<file path="src/rtl/updc_pkg.sv">
package updc_pkg;

   // Action applied to the count register on a system clock edge
   typedef enum logic [2:0] {
      ACT_HOLD  = 3'd0,
      ACT_INC   = 3'd1,
      ACT_DEC   = 3'd2,
      ACT_LOAD  = 3'd3,
      ACT_CLEAR = 3'd4
   } act_e;

endpackage

</file>
<file path="src/rtl/updc_sync_edge.sv">
module updc_sync_edge #(
   parameter int   STAGES = 2,
   parameter logic IDLE   = 1'b1
) (
   input  logic clk,
   input  logic rst_n,
   input  logic raw,
   output logic level,
   output logic rise
);
   localparam int LAST = STAGES - 1;

   logic [STAGES-1:0] chain;
   logic              held;

   generate
      if (STAGES < 2) begin : g_bad_stages
         $error("updc_sync_edge: STAGES must be at least 2");
      end
      for (genvar i = 0; i < STAGES; i++) begin : g_stage
         if (i == 0) begin : g_first
            always_ff @(posedge clk or negedge rst_n) begin
               if (!rst_n) chain[0] <= IDLE;
               else        chain[0] <= raw;
            end
         end else begin : g_next
            always_ff @(posedge clk or negedge rst_n) begin
               if (!rst_n) chain[i] <= IDLE;
               else        chain[i] <= chain[i-1];
            end
         end
      end
   endgenerate

   always_ff @(posedge clk or negedge rst_n) begin
      if (!rst_n) held <= IDLE;
      else        held <= chain[LAST];
   end

   assign level = chain[LAST];
   assign rise  = chain[LAST] & ~held;


   rise_single_chk: assert property (@(posedge clk) disable iff (!rst_n)
      rise |=> !rise);

endmodule

</file>
<file path="src/rtl/updc_step_sel.sv">
module updc_step_sel
   import updc_pkg::*;
(
   input  logic clear,
   input  logic load_n,
   input  logic up_rise,
   input  logic dn_rise,
   output act_e act
);
   // Priority: clear, then load, then counting; both edges together cancel
   always_comb begin
      if (clear)                  act = ACT_CLEAR;
      else if (!load_n)           act = ACT_LOAD;
      else if (up_rise && !dn_rise) act = ACT_INC;
      else if (dn_rise && !up_rise) act = ACT_DEC;
      else                        act = ACT_HOLD;
   end

endmodule

</file>
<file path="src/rtl/updc_count_reg.sv">
module updc_count_reg
   import updc_pkg::*;
#(
   parameter int WIDTH = 4
) (
   input  logic             clk,
   input  logic             rst_n,
   input  act_e             act,
   input  logic [WIDTH-1:0] din,
   output logic [WIDTH-1:0] count
);
   localparam logic [WIDTH-1:0] ONE  = WIDTH'(1);
   localparam logic [WIDTH-1:0] ZERO = '0;
   localparam logic [WIDTH-1:0] MAXV = '1;

   logic [WIDTH-1:0] nxt;

   always_comb begin
      unique case (act)
         ACT_CLEAR: nxt = ZERO;
         ACT_LOAD:  nxt = din;
         ACT_INC:   nxt = count + ONE;
         ACT_DEC:   nxt = count - ONE;
         default:   nxt = count;
      endcase
   end

   always_ff @(posedge clk or negedge rst_n) begin
      if (!rst_n) count <= ZERO;
      else        count <= nxt;
   end


   clear_zero_chk: assert property (@(posedge clk) disable iff (!rst_n)
      (act == ACT_CLEAR) |=> (count == ZERO));


   load_take_chk: assert property (@(posedge clk) disable iff (!rst_n)
      (act == ACT_LOAD) |=> (count == $past(din)));


   inc_wrap_chk: assert property (@(posedge clk) disable iff (!rst_n)
      (act == ACT_INC && count == MAXV) |=> (count == ZERO));


   dec_wrap_chk: assert property (@(posedge clk) disable iff (!rst_n)
      (act == ACT_DEC && count == ZERO) |=> (count == MAXV));

endmodule

</file>
<file path="src/rtl/updc_counter.sv">
module updc_counter
   import updc_pkg::*;
#(
   parameter int WIDTH       = 4,
   parameter int SYNC_STAGES = 2
) (
   input  logic             clk,
   input  logic             rst_n,
   input  logic             clear,
   input  logic             load_n,
   input  logic [WIDTH-1:0] din,
   input  logic             up_clk,
   input  logic             dn_clk,
   output logic [WIDTH-1:0] count,
   output logic             carry_n,
   output logic             borrow_n
);
   localparam logic [WIDTH-1:0] MAXV = '1;
   localparam logic [WIDTH-1:0] ZERO = '0;

   generate
      if (WIDTH < 1) begin : g_bad_width
         $error("updc_counter: WIDTH must be at least 1");
      end
   endgenerate

   logic up_lvl, up_rise, dn_lvl, dn_rise;
   act_e act;

   updc_sync_edge #(.STAGES(SYNC_STAGES), .IDLE(1'b1)) u_up_sync (
      .clk(clk), .rst_n(rst_n), .raw(up_clk), .level(up_lvl), .rise(up_rise)
   );

   updc_sync_edge #(.STAGES(SYNC_STAGES), .IDLE(1'b1)) u_dn_sync (
      .clk(clk), .rst_n(rst_n), .raw(dn_clk), .level(dn_lvl), .rise(dn_rise)
   );

   updc_step_sel u_sel (
      .clear(clear), .load_n(load_n), .up_rise(up_rise), .dn_rise(dn_rise),
      .act(act)
   );

   updc_count_reg #(.WIDTH(WIDTH)) u_cnt (
      .clk(clk), .rst_n(rst_n), .act(act), .din(din), .count(count)
   );

   // Terminal pulses: gated by the low phase of the synchronized count input
   assign carry_n  = ~((count == MAXV) & ~up_lvl);
   assign borrow_n = ~((count == ZERO) & ~dn_lvl);


   both_edges_hold_chk: assert property (@(posedge clk) disable iff (!rst_n)
      (up_rise && dn_rise && load_n && !clear) |=> $stable(count));


   carry_release_chk: assert property (@(posedge clk) disable iff (!rst_n)
      ($rose(carry_n) && $stable(count) && load_n && !clear && !dn_rise)
      |=> (count == ZERO));


   borrow_release_chk: assert property (@(posedge clk) disable iff (!rst_n)
      ($rose(borrow_n) && $stable(count) && load_n && !clear && !up_rise)
      |=> (count == MAXV));


   carry_idle_chk: assert property (@(posedge clk) disable iff (!rst_n)
      (count != MAXV) |-> carry_n);


   borrow_idle_chk: assert property (@(posedge clk) disable iff (!rst_n)
      (count != ZERO) |-> borrow_n);

endmodule

</file>
<file path="config.mk">
export PLATFORM = sky130hd
export DESIGN_NAME = updc_counter
export DESIGN_NICKNAME = d
export VERILOG_FILES = /design/src/rtl/updc_pkg.sv /design/src/rtl/updc_sync_edge.sv /design/src/rtl/updc_step_sel.sv /design/src/rtl/updc_count_reg.sv /design/src/rtl/updc_counter.sv
export SDC_FILE = /design/constraint.sdc
export NUM_CORES = 1
export LEC_CHECK = 0
export ABC_CLOCK_PERIOD_IN_PS = 2100
export BUFFER_PORTS_ARGS = -buffer_cell sky130_fd_sc_hd__buf_2
export CAP_MARGIN = 20
export CORE_UTILIZATION = 40
export DETAILED_ROUTE_END_ITERATION = 6
export PLACE_DENSITY = 0.67
export SKIP_LAST_GASP = 1
export SLEW_MARGIN = 20
export SYNTH_ARGS = -nofsm -noshare
export SYNTH_HDL_FRONTEND = slang
export SYNTH_SLANG_ARGS = --single-unit
</file>
<file path="constraint.sdc">
create_clock -name clk -period 2.1 [get_ports clk]
set_input_delay 0.105 -clock clk [delete_from_list [all_inputs] [get_ports clk]]
set_output_delay 0.105 -clock clk [all_outputs]
set_load 0.005 [all_outputs]
</file>
==> reports/qor.yml <==
timing:
  max_slew_margin: 0.782
  crit_path_time_final_ps: 1980
  slew_viol_final: 0
  worst_clock_skew_ps: 11.0
  clock.fmax_mhz: 504
  setup_repair_after_global_routing_missed_its_margin: "true"
  final.hold.worst_slack_ps: 22.6
  setup_viol: 0
  layout_worst_path_cycle_share: 0.944
  timing.final.hold_violations: 0
  worst-slew-pin-transition_ps: 325
clock_network:
  clock_tree.root_cell: "sky130_fd_sc_hd__clkbuf_4"
  deepest_level_of_the_cts_h_tree: 1
  worst_setup_hold_path_clk_slew_ps: 60
  clkLatencyLatePin_ps: 250
  cts_setup_buffers: 0
  total_number_of_clock_tree_sinks: 10
  cts_max_path_buffers: 2
  tritoncts: "built"
  numCtsBuffers: 3
grt:
  grt_pass1_vias: 339
  grt_start_max_net_pins: 11
  grt_remaining_overflow: 0
  grt_antenna_before_repair: 0
  globalRouteTotalUtil: 0.151
  first_pass_grt_wire_length_um: 1440
placement:
  gp_congestion: 0.716
  hpwlAfterDp_um: 692
  count_of_port_buffers_added_during_placement: 15
  dp.cells: 74
  postPlaceCellArea_um2: 631
cells_and_area:
  nNetsFinal: 81
  areaGrowthSynthToFinish_pct: 31.8
  antenna_cells: 0
  layout-drive-gt1-share: 0.522
  layout.core_utilization: 0.596
  fillers: 96
  final_cells: 81
  layout.cell_area.non_filler_um2: 689
worst_setup_path:
  worst_ep_arrival_time_ps: 2130
  timing.critical_path.required_ps: 2250
  critPathMaxFanout: 4
  r2r-start: "u_dn_sync.level"
  rr_worst_depth: 8
  timing.rr.end: "u_cnt.count[3]"
  critPathLaunchType: "flop"
  worst_setup_path_end_kind: "flop"
  timing.setup.critical_path_class: "flop to flop"
  reg2reg_setup_slack_ps: 120
logic_synthesis:
  synth_enable_flop_cells: 0
  synthDominantCellAreaShare: 0.301
  prevailing_post_synth_register_cell: "sky130_fd_sc_hd__dfstp_2"
  ys_async_sr_fraction: 1.00
  average_footprint_of_a_synthesized_cell_um2: 12.2
  yosys.cell_count.top_type: "sky130_fd_sc_hd__dfstp_2"
  netlist_area_um2: 523
  count_of_synthesis_stage_warnings_from_yosys: 0
  synthDominantAreaCellType: "sky130_fd_sc_hd__dfstp_2"
  ys_types: 22
  synth.net_count: 56
  sequential_cell_area_fraction_in_the_yosys_report: 0.493
  netlist_instances: 43
  postSynthRegisterBits: 10
  ys_top_cells_by_area: "sky130_fd_sc_hd__dfstp_2 (30%), sky130_fd_sc_hd__dfrtp_1 (19%), sky130_fd_sc_hd__a211oi_2 (4.8%)"
  yosys-top-cells-count: "sky130_fd_sc_hd__dfstp_2 (6), sky130_fd_sc_hd__nand2_1 (5), sky130_fd_sc_hd__nor2_1 (5), sky130_fd_sc_hd__dfrtp_1 (4)"
floorplanning:
  top_level_ports: 16
  core_region_area_um2: 1160
  fp.dieArea_um2: 1460
  die_w_um: 38.2
  effective_utilization_at_floorplan: 0.452
  floorplan.die.height_um: 38.2
  number_of_standard_cell_rows_in_the_floorplan: 12
detailed_routing:
  route.detailed.wl_per_inst_um: 10.6
  drt_pass1_iterations: 4
  finalWirelength_um: 860
  antenna_left: 0
  routed_via_density: 4.84
  drt-initial-drc-count: 4
  vias: 392
  drc_errors_left: 0
power_and_ir_drop:
  ir_drop_mv: 0.509
  power-per-cell-area_nw_per_um2: 623
  leakage_nw: 0.332
worst_hold_path:
  holdPathStages: 2
  hold_end: "u_cnt.count[1]"
  worst_hold_startpoint: "clear"
  hold_path.class: "input port to flop"
job:
  cap_viol_max_count: 0
status:
  result_of_the_run: "completed"
-- area by class of cell --
type / count / area, um2 / area share
clock buffer: 4 / 26.3 / 0.0381
tap: 14 / 17.5 / 0.0254
sequential: 10 / 258 / 0.374
timing repair buffer: 20 / 120 / 0.174
multi-input combinational: 33 / 268 / 0.388
-- per-stage QoR --
stage / setup WS (ps) / TNS (ps) / power (mW)
2_1_floorplan: 169 / 0 / 0.270
3_3_place_gp: 95.5 / 0 / 0.303
3_5_place_dp: 66.8 / 0 / 0.304
4_1_cts: 56.0 / 0 / 0.436
5_1_grt: -45.5 / -45.5 / 0.456
6_report: 117 / 0 / 0.430
-- timing repair --
action	4_1_cts	5_1_grt
hold buffers	3	0
setup endpoints to repair	0	1
resized for setup	0	1
endpoints found under the hold margin	12	0
-- power by group --
part	total [mW]	internal, mW	switching, mW
Clock	0.125	0.0727	0.0524
Combinational	0.0819	0.0437	0.0381
Sequential	0.223	0.210	0.0130
-- layout by cell type, fill, tap and decap left out, types with 2 or more instances in the layout --
| master | n |
|---|---|
| sky130_fd_sc_hd__a211oi_2 | 2 |
| sky130_fd_sc_hd__buf_2 | 15 |
| sky130_fd_sc_hd__buf_4 | 2 |
| sky130_fd_sc_hd__clkbuf_4 | 3 |
| sky130_fd_sc_hd__dfrtp_1 | 4 |
| sky130_fd_sc_hd__dfstp_2 | 6 |
| sky130_fd_sc_hd__dlygate4sd3_1 | 3 |
| sky130_fd_sc_hd__ha_1 | 2 |
| sky130_fd_sc_hd__mux2i_1 | 2 |
| sky130_fd_sc_hd__nand2_1 | 5 |
| sky130_fd_sc_hd__nor2_1 | 4 |
| sky130_fd_sc_hd__nor3_1 | 2 |
| sky130_fd_sc_hd__o21ai_0 | 2 |
-- metal layers --
layer / share of wire / up-vias / wire [um] / track usage
met3: 0.045 / 0 / 39 / 0.0523
met5: 0 / - / 0 / 0
met2: 0.49 / 13 / 420 / 0.225
met1: 0.47 / 178 / 401 / 0.202
met4: 0 / 0 / 0 / 0.0536
li1: - / 201 / - / -
-- flip-flops by register name, indices dropped and copies added, names as in the netlist --
register         count
u_cnt.count          4
u_dn_sync.chain      1
u_dn_sync.held       1
u_dn_sync.level      1
u_up_sync.chain      1
u_up_sync.held       1
u_up_sync.level      1
-- kinds of logic (layout without fill, tap and decap cells) --
| group | Yosys count | in the layout | share of synthesized area |
|---|---|---|---|
| compound gates | 7 | 7 | 0.127 |
| xor+xnor | 3 | 3 | 0.0646 |
| fa+ha+maj | 3 | 3 | 0.0861 |
| buf+inv | 0 | 24 | 0 |
| flops | 10 | 10 | 0.493 |
| mux | 2 | 2 | 0.0383 |
| simple gates | 18 | 18 | 0.191 |
-- worst max-delay path, cell delays in order, from the launching register on --
cell                       delay, ps
sky130_fd_sc_hd__dfstp_2         540
sky130_fd_sc_hd__nor2b_4         190
sky130_fd_sc_hd__nand2_1          80
sky130_fd_sc_hd__nor2_2          130
sky130_fd_sc_hd__ha_1            260
sky130_fd_sc_hd__a211oi_2        210
sky130_fd_sc_hd__o211a_1         200
sky130_fd_sc_hd__nor3_1           60
sky130_fd_sc_hd__o31ai_2         230
-- worst max-delay path by stage --
stage / start / endpoint / slack (ps)
2_1_floorplan: u_dn_sync.level / u_cnt.count[3] / 170
3_5_place_dp: u_dn_sync.level / u_cnt.count[3] / 70
6_report: u_dn_sync.level / u_cnt.count[3] / 120
5_1_grt: u_dn_sync.level / u_cnt.count[3] / -50
4_1_cts: u_dn_sync.level / u_cnt.count[3] / 60
3_3_place_gp: u_dn_sync.level / u_cnt.count[3] / 100
No activity file was read; power rests on OpenSTA's default activity.
